File: src/rtl/fpr_tagfile.sv
module fpr_tagfile #(
  parameter int NREGS = 32,
  localparam int IW = $clog2(NREGS)
) (
  input  logic          clk,
  input  logic          rst_n,
  input  logic          mode64,
  input  logic          wr_en,
  input  logic [IW-1:0] wr_idx,
  input  logic [2:0]    wr_fmt,
  input  logic [63:0]   wr_data,
  input  logic          rd_en,
  input  logic [IW-1:0] rd_idx,
  input  logic [2:0]    rd_fmt,
  output logic [63:0]   rd_data,
  output logic          rsvd_exc,
  output logic          fmt_fault
);
  // NREGS must be even so that every even index has a partner above it.
  localparam logic [2:0] F_UNI = 3'd0, F_SGL = 3'd1, F_DBL = 3'd2, F_WRD = 3'd3,
                         F_LNG = 3'd4, F_UNK = 3'd5, F_U32 = 3'd6, F_U64 = 3'd7;
  localparam logic [31:0] FILL_HI = 32'hDEADC0DE;

  logic [63:0] regs [NREGS];
  logic [2:0]  tags [NREGS];

  // read side
  logic [2:0]    cur_tag, eff_fmt, adopt_tag, rd_tag;
  logic          rd_rsvd, rd_fault;
  logic [IW-1:0] rd_hi;

  assign cur_tag   = tags[rd_idx];
  assign eff_fmt   = (rd_fmt == F_UNI || rd_fmt == F_UNK) ? cur_tag : rd_fmt;
  assign adopt_tag = (cur_tag == F_UNI) ? eff_fmt : cur_tag;
  assign rd_tag    = (eff_fmt != adopt_tag) ? F_UNK : adopt_tag;
  assign rd_hi     = rd_idx | IW'(1);

  always_comb begin
    rd_data  = '0;
    rd_rsvd  = 1'b0;
    rd_fault = 1'b0;
    if (rd_tag == F_UNK) begin
      case (eff_fmt)
        F_SGL:   rd_data = 64'h0000_0000_7FBF_FFFF;
        F_WRD:   rd_data = 64'h0000_0000_7FFF_FFFF;
        F_DBL:   rd_data = 64'h7FF7_FFFF_FFFF_FFFF;
        F_LNG:   rd_data = 64'h7FFF_FFFF_FFFF_FFFF;
        default: rd_fault = 1'b1;
      endcase
    end else begin
      case (eff_fmt)
        F_SGL, F_WRD: rd_data = {32'h0, regs[rd_idx][31:0]};
        F_UNI, F_DBL, F_LNG: begin
          if (mode64)          rd_data = regs[rd_idx];
          else if (!rd_idx[0]) rd_data = {regs[rd_hi][31:0], regs[rd_idx][31:0]};
          else                 rd_rsvd = 1'b1;
        end
        default: rd_fault = 1'b1;
      endcase
    end
  end

  // write side
  logic          w_narrow, w_bad;
  logic [2:0]    w_tag;
  logic          w_odd_wide;
  logic [IW:0]   wr_next;

  always_comb begin
    w_narrow = 1'b0;
    w_bad    = 1'b0;
    w_tag    = wr_fmt;
    case (wr_fmt)
      F_U32:        begin w_narrow = 1'b1; w_tag = F_UNI; end
      F_SGL, F_WRD: w_narrow = 1'b1;
      F_U64:        w_tag = F_UNI;
      F_UNI, F_DBL, F_LNG: ;
      default:      begin w_bad = 1'b1; w_tag = F_UNK; end
    endcase
  end

  assign w_odd_wide = !w_narrow && !w_bad && !mode64 && wr_idx[0];
  assign wr_next    = {1'b0, wr_idx} + 1'b1;

  always_ff @(posedge clk) begin
    if (!rst_n) begin
      for (int i = 0; i < NREGS; i++) begin
        regs[i] <= '0;
        tags[i] <= F_UNI;
      end
      rsvd_exc  <= 1'b0;
      fmt_fault <= 1'b0;
    end else begin
      rsvd_exc  <= (rd_en && rd_rsvd) || (wr_en && w_odd_wide);
      fmt_fault <= (rd_en && rd_fault) || (wr_en && w_bad);
      if (rd_en)
        tags[rd_idx] <= rd_tag;
      if (wr_en) begin
        if (w_bad) begin
          tags[wr_idx] <= F_UNK;
        end else if (w_narrow) begin
          regs[wr_idx] <= {mode64 ? FILL_HI : 32'h0, wr_data[31:0]};
          tags[wr_idx] <= w_tag;
        end else if (mode64) begin
          regs[wr_idx] <= wr_data;
          tags[wr_idx] <= w_tag;
        end else if (!wr_idx[0]) begin
          regs[wr_idx]         <= {32'h0, wr_data[31:0]};
          regs[wr_idx | IW'(1)] <= {32'h0, wr_data[63:32]};
          tags[wr_idx]         <= w_tag;
          tags[wr_idx | IW'(1)] <= w_tag;
        end else begin
          tags[wr_idx] <= F_UNK;
          if (wr_next < (IW+1)'(NREGS))
            tags[wr_next[IW-1:0]] <= F_UNK;
        end
      end
    end
  end
endmodule

File: config.mk
export PLATFORM = sky130hd
export DESIGN_NAME = fpr_tagfile
export DESIGN_NICKNAME = d
export VERILOG_FILES = /design/src/rtl/fpr_tagfile.sv
export SDC_FILE = /design/constraint.sdc
export NUM_CORES = 2
export LEC_CHECK = 0
export CAP_MARGIN = 10
export CORE_AREA = 10 10 486 725
export CTS_BUF_LIST = sky130_fd_sc_hd__clkbuf_4
export DETAILED_ROUTE_END_ITERATION = 8
export DIE_AREA = 0 0 496 735
export DONT_BUFFER_PORTS = 1
export SLEW_MARGIN = 15
export SYNTH_ARGS = -nofsm -noshare
export SYNTH_HDL_FRONTEND = slang
export SYNTH_SLANG_ARGS = --single-unit
export TNS_END_PERCENT = 100
File: constraint.sdc
create_clock -name clk -period 8.57 [get_ports clk]
set_clock_uncertainty 0.15 [all_clocks]
set_input_delay 1.714 -clock clk [delete_from_list [all_inputs] [get_ports clk]]
set_output_delay 1.714 -clock clk [all_outputs]
set_load 0.02 [all_outputs]
==> results list <==
- Leakage power figure: 0.0406 uW
- From synthesis to final layout, the design area changed by 12.2%.
- For this configuration, the core starts out at a cell density of 0.299.
* Buffer cell driving the clock tree root: clkbuf_4
- For this run, design rule violations remaining after detail routing come to 0.
- Parity-gate share of the synthesized area counting xor and xnor cells: 0
* DR iter-0 viols: 13.0k
- The worst-case IR drop observed on VDD is 0.105 mV.
* Critical Path Source: rd_idx[1]
- The number of antenna violations at the first check in global routing was 33.
* Uppermost signal routing layer after detailed routing: met5
- Synthesis produced a netlist with a net count of 8394.
- CP max-delay cell: nor4_4
- Area of the core region: 339000 um2
- Sinks on Clock Net: 2146
* Prevailing post-synth register cell: edfxtp_1
* Time the final worst path needs with I/O delays and setup: 8470 ps
- In the final layout, the share of cells above drive strength 1 is 0.217.
- The worst setup path is captured at an output pin.
- Crit path max-delay family: buffers and inverters
- For the final routed database, the setup TNS stands at 0 ps.
- Floorplan die area: 365000 um2
- The count of buffers added on input and output ports is 0.
- Number of routed nets with antenna violations: 0
- 151 I/O pins were placed.
* Vertical die dimension: 735 um
* Largest buffer count on any clock path: 4
- The number of global-route vias before repair was 80.9k.
* Per-instance average area after synthesis: 12.2 um2
- Synthesized cell area: 101000 um2
- Gate Count Post-Synth: 8305
* Critical setup path kind: input pin to output pin
- Launch point of the worst reg-to-reg path: tags[7][0]
- Number of unique standard cell types used by synthesis: 83
* Final Hold Vio Count: 0
- Detailed routing placed a total of 65.3 mm of wire on met3.
* Adder-cell share of the synthesized area: 0.000494
- Headroom to the max-slew limit came out at 0.0732.
- Wire length of the first global-routing pass: 641 mm
- Final RePlAce weighted congestion: 0.929
* WL final: 475 mm
- The H-tree generated during clock tree synthesis spans 5 levels.
- Metal-1 WL: 142 mm
* Total vias in the final route: 82.6k
* Maximum number of pins on one net before global-route repair: 622
- Vias per cell: 6.31
* Nature of the critical path startpoint: input pin
- Max-cap violations in this run came to 0.
- TritonCTS created 465 clock buffers.
- After synthesis, the largest family of logic cells by area is multiplexers.
* Net count of the finished layout: 8272
* Final period util: 0.988
* Slowest cell delay on critical path: 530 ps
* Remaining global-route overflow: 0
* WP data arrival: 6610 ps
- For this run, the register share of the synthesized area comes to 0.586.
- Setup repair after global routing left no endpoint under its margin.
- Simple-gate share of the synthesized area: 0.115
- Routed wirelength normalized by instance count: 36.3 um
- The cell that appears most often on the critical path is buf_16.
- Peak fanout along the critical path: 82
- Combined global-route utilization of all metal layers: 0.248
- Overall power consumption after layout is estimated at 22500 uW.
* Number of buffer and inverter stages on the critical path: 9
* Areal power density over the cells: 199 nW/um2
- Buffers inserted by post-CTS timing repair: 0
* Multiplexer fraction of the synthesized cell area: 0.134
- Hold repair after CTS inserted 0 buffers.
* Worst endpoint required time: 6710 ps
* Final design area excluding fillers: 114000 um2
- Core utilization of the finished layout: 0.335
- Slew @ Worst Pin: 1390 ps
- After clock tree synthesis, the clock-pin slew on the worst setup and hold paths is 70 ps.
* Yosys Warn Count: 0
- Met2 wire length: 213 mm
* Startpoint of the worst hold path: regs[13][34]
* First drt pass iteration count: 6
* Achievable Freq: 118 MHz
- The placed instances occupy a cell area of 107000 um2.
- Synthesis inferred 2146 register bits.
* TritonCTS clock tree: built
- Clock insertion delay at the later pin of the skew report: 1470 ps
- In this run the horizontal extent of the chip is 496 um.
- EDFF count, synth: 1632
* Crit path cell chain: buf_16, buf_16, buf_16, buf_16, buf_16, buf_16, mux2i_1, o22ai_1, nor4_4, buf_4, nor2_1, a21oi_1, o21ai_0, buf_4, buf_4
- Setup violations remaining at the end of the flow were counted as 0.
* Classification of the worst-slack hold path: flip-flop to flip-flop
- The count of pins over their slew limit came to 0.
* Complex-gate fraction of the synthesized area: 0.123
- After floorplanning, the core was divided into 262 placement rows.
- Counting flops with an async set or reset pin after synthesis yields a share of 0.
- The wire-length estimate of the detail-placed layout is 276 mm.
- Outcome: finished, final reports clean
[repair_timing]
| item | in CTS | in global routing |
|---|---|---|
| endpoints found under the setup margin | 17 | 3 |
| gates resized for setup | 1 | 0 |
| gates cloned | 5 | 1 |
[cells in the mapped netlist (17+ instances only)]
library cell	n	area (um2)
edfxtp_1	1632	49000
nand2_1	837	3140
nor2_1	815	3060
clkbuf_1	780	2930
o21ai_0	556	2780
and3_1	550	3440
dfxtp_1	514	10300
a22o_1	488	4270
mux4_2	441	9930
mux2i_1	289	2890
a21oi_1	174	871
o22ai_1	109	682
nand3_1	100	500
a31oi_1	93	582
buf_2	91	455
a211oi_1	71	533
buf_1	63	236
mux2_2	63	709
nor2b_1	55	344
a22oi_1	54	405
buf_4	49	368
o221ai_1	36	315
a32oi_1	33	289
inv_1	28	105
a221oi_1	26	228
nor3_1	26	130
and2_1	21	131
nand2b_1	20	125
nand4_1	19	119
o2111ai_1	19	166
nor4_1	17	106
o22a_1	17	149
[metrics by stage]
step / cells / hold slack [ps] / worst slack, ps
floorplan: 8305 / 270 / 2480
detailed placement: 12200 / 287 / -1190
global route: 13100 / 324 / 33.6
global placement: 12200 / 278 / -1010
finish: 13100 / 301 / 100
CTS: 13100 / 271 / 104
[layer usage]
layer | track usage | up-vias
met5 | 0 | -
met2 | 0.389 | 8110
met1 | 0.263 | 40400
met3 | 0.0793 | 2573
li1 | - | 31500
met4 | 0.235 | 20
[registers in the layout, summed over array words and instances (netlist names)]
name	cells
regs	2048
tags	96
rsvd_exc	1
fmt_fault	1
[cell usage in the layout (no fill, tap or decap), types with 358 or more instances in the layout]
| cell type | netlist | final |
|---|---|---|
| a22o_1 | 488 | 488 |
| nand2_1 | 837 | 791 |
| buf_4 | 49 | 358 |
| o21ai_0 | 556 | 534 |
| dfxtp_1 | 514 | 514 |
| nor2_1 | 815 | 777 |
| and3_1 | 550 | 542 |
| edfxtp_1 | 1632 | 1632 |
| clkbuf_4 | 0 | 722 |
| mux4_2 | 441 | 441 |
[logic make-up (layout without fill, tap and decap cells)]
kind of cell / after synthesis / in the layout
muxes: 793 / 793
and+or+nand+nor: 2523 / 2523
other: 0 / 32
DFF: 2146 / 2146
buffers and inverters: 1023 / 1294
adders and majority gates: 4 / 4
AOI/OAI and AO/OA: 1816 / 1816
[final timing paths]
path	to	slack [ps]	depth (start not counted)
setup / recovery	rd_data[52]	100	15
hold / removal	regs[13][34]	300	2
setup reg to reg	tags[27][1]	4270	9
hold reg to reg	regs[13][34]	300	2
[worst min-delay path, cell delays in order, from the launching register on]
cell	delay (ps)
dfxtp_1	320
nand2_1	40
o21ai_0	60
[area by class of cell]
| type | count | area (um2) |
|---|---|---|
| Multi-Input combinational cell | 5136 | 38500 |
| Clock buffer | 722 | 5420 |
| Antenna cell | 32 | 80.1 |
| Inverter | 29 | 119 |
| Clock inverter | 138 | 703 |
| Fill cell | 33400 | 225000 |
| Sequential cell | 2146 | 59300 |
| Timing Repair Buffer | 405 | 3790 |
| Tap cell | 4488 | 5620 |
[report_power, final]
| part | total, uW | internal, uW | switching (uW) |
|---|---|---|---|
| Clock | 8290 | 3980 | 4310 |
| Sequential | 11700 | 11600 | 164 |
| Combinational | 2510 | 784 | 1720 |
Note: power is estimated with default switching activity, not from simulation.
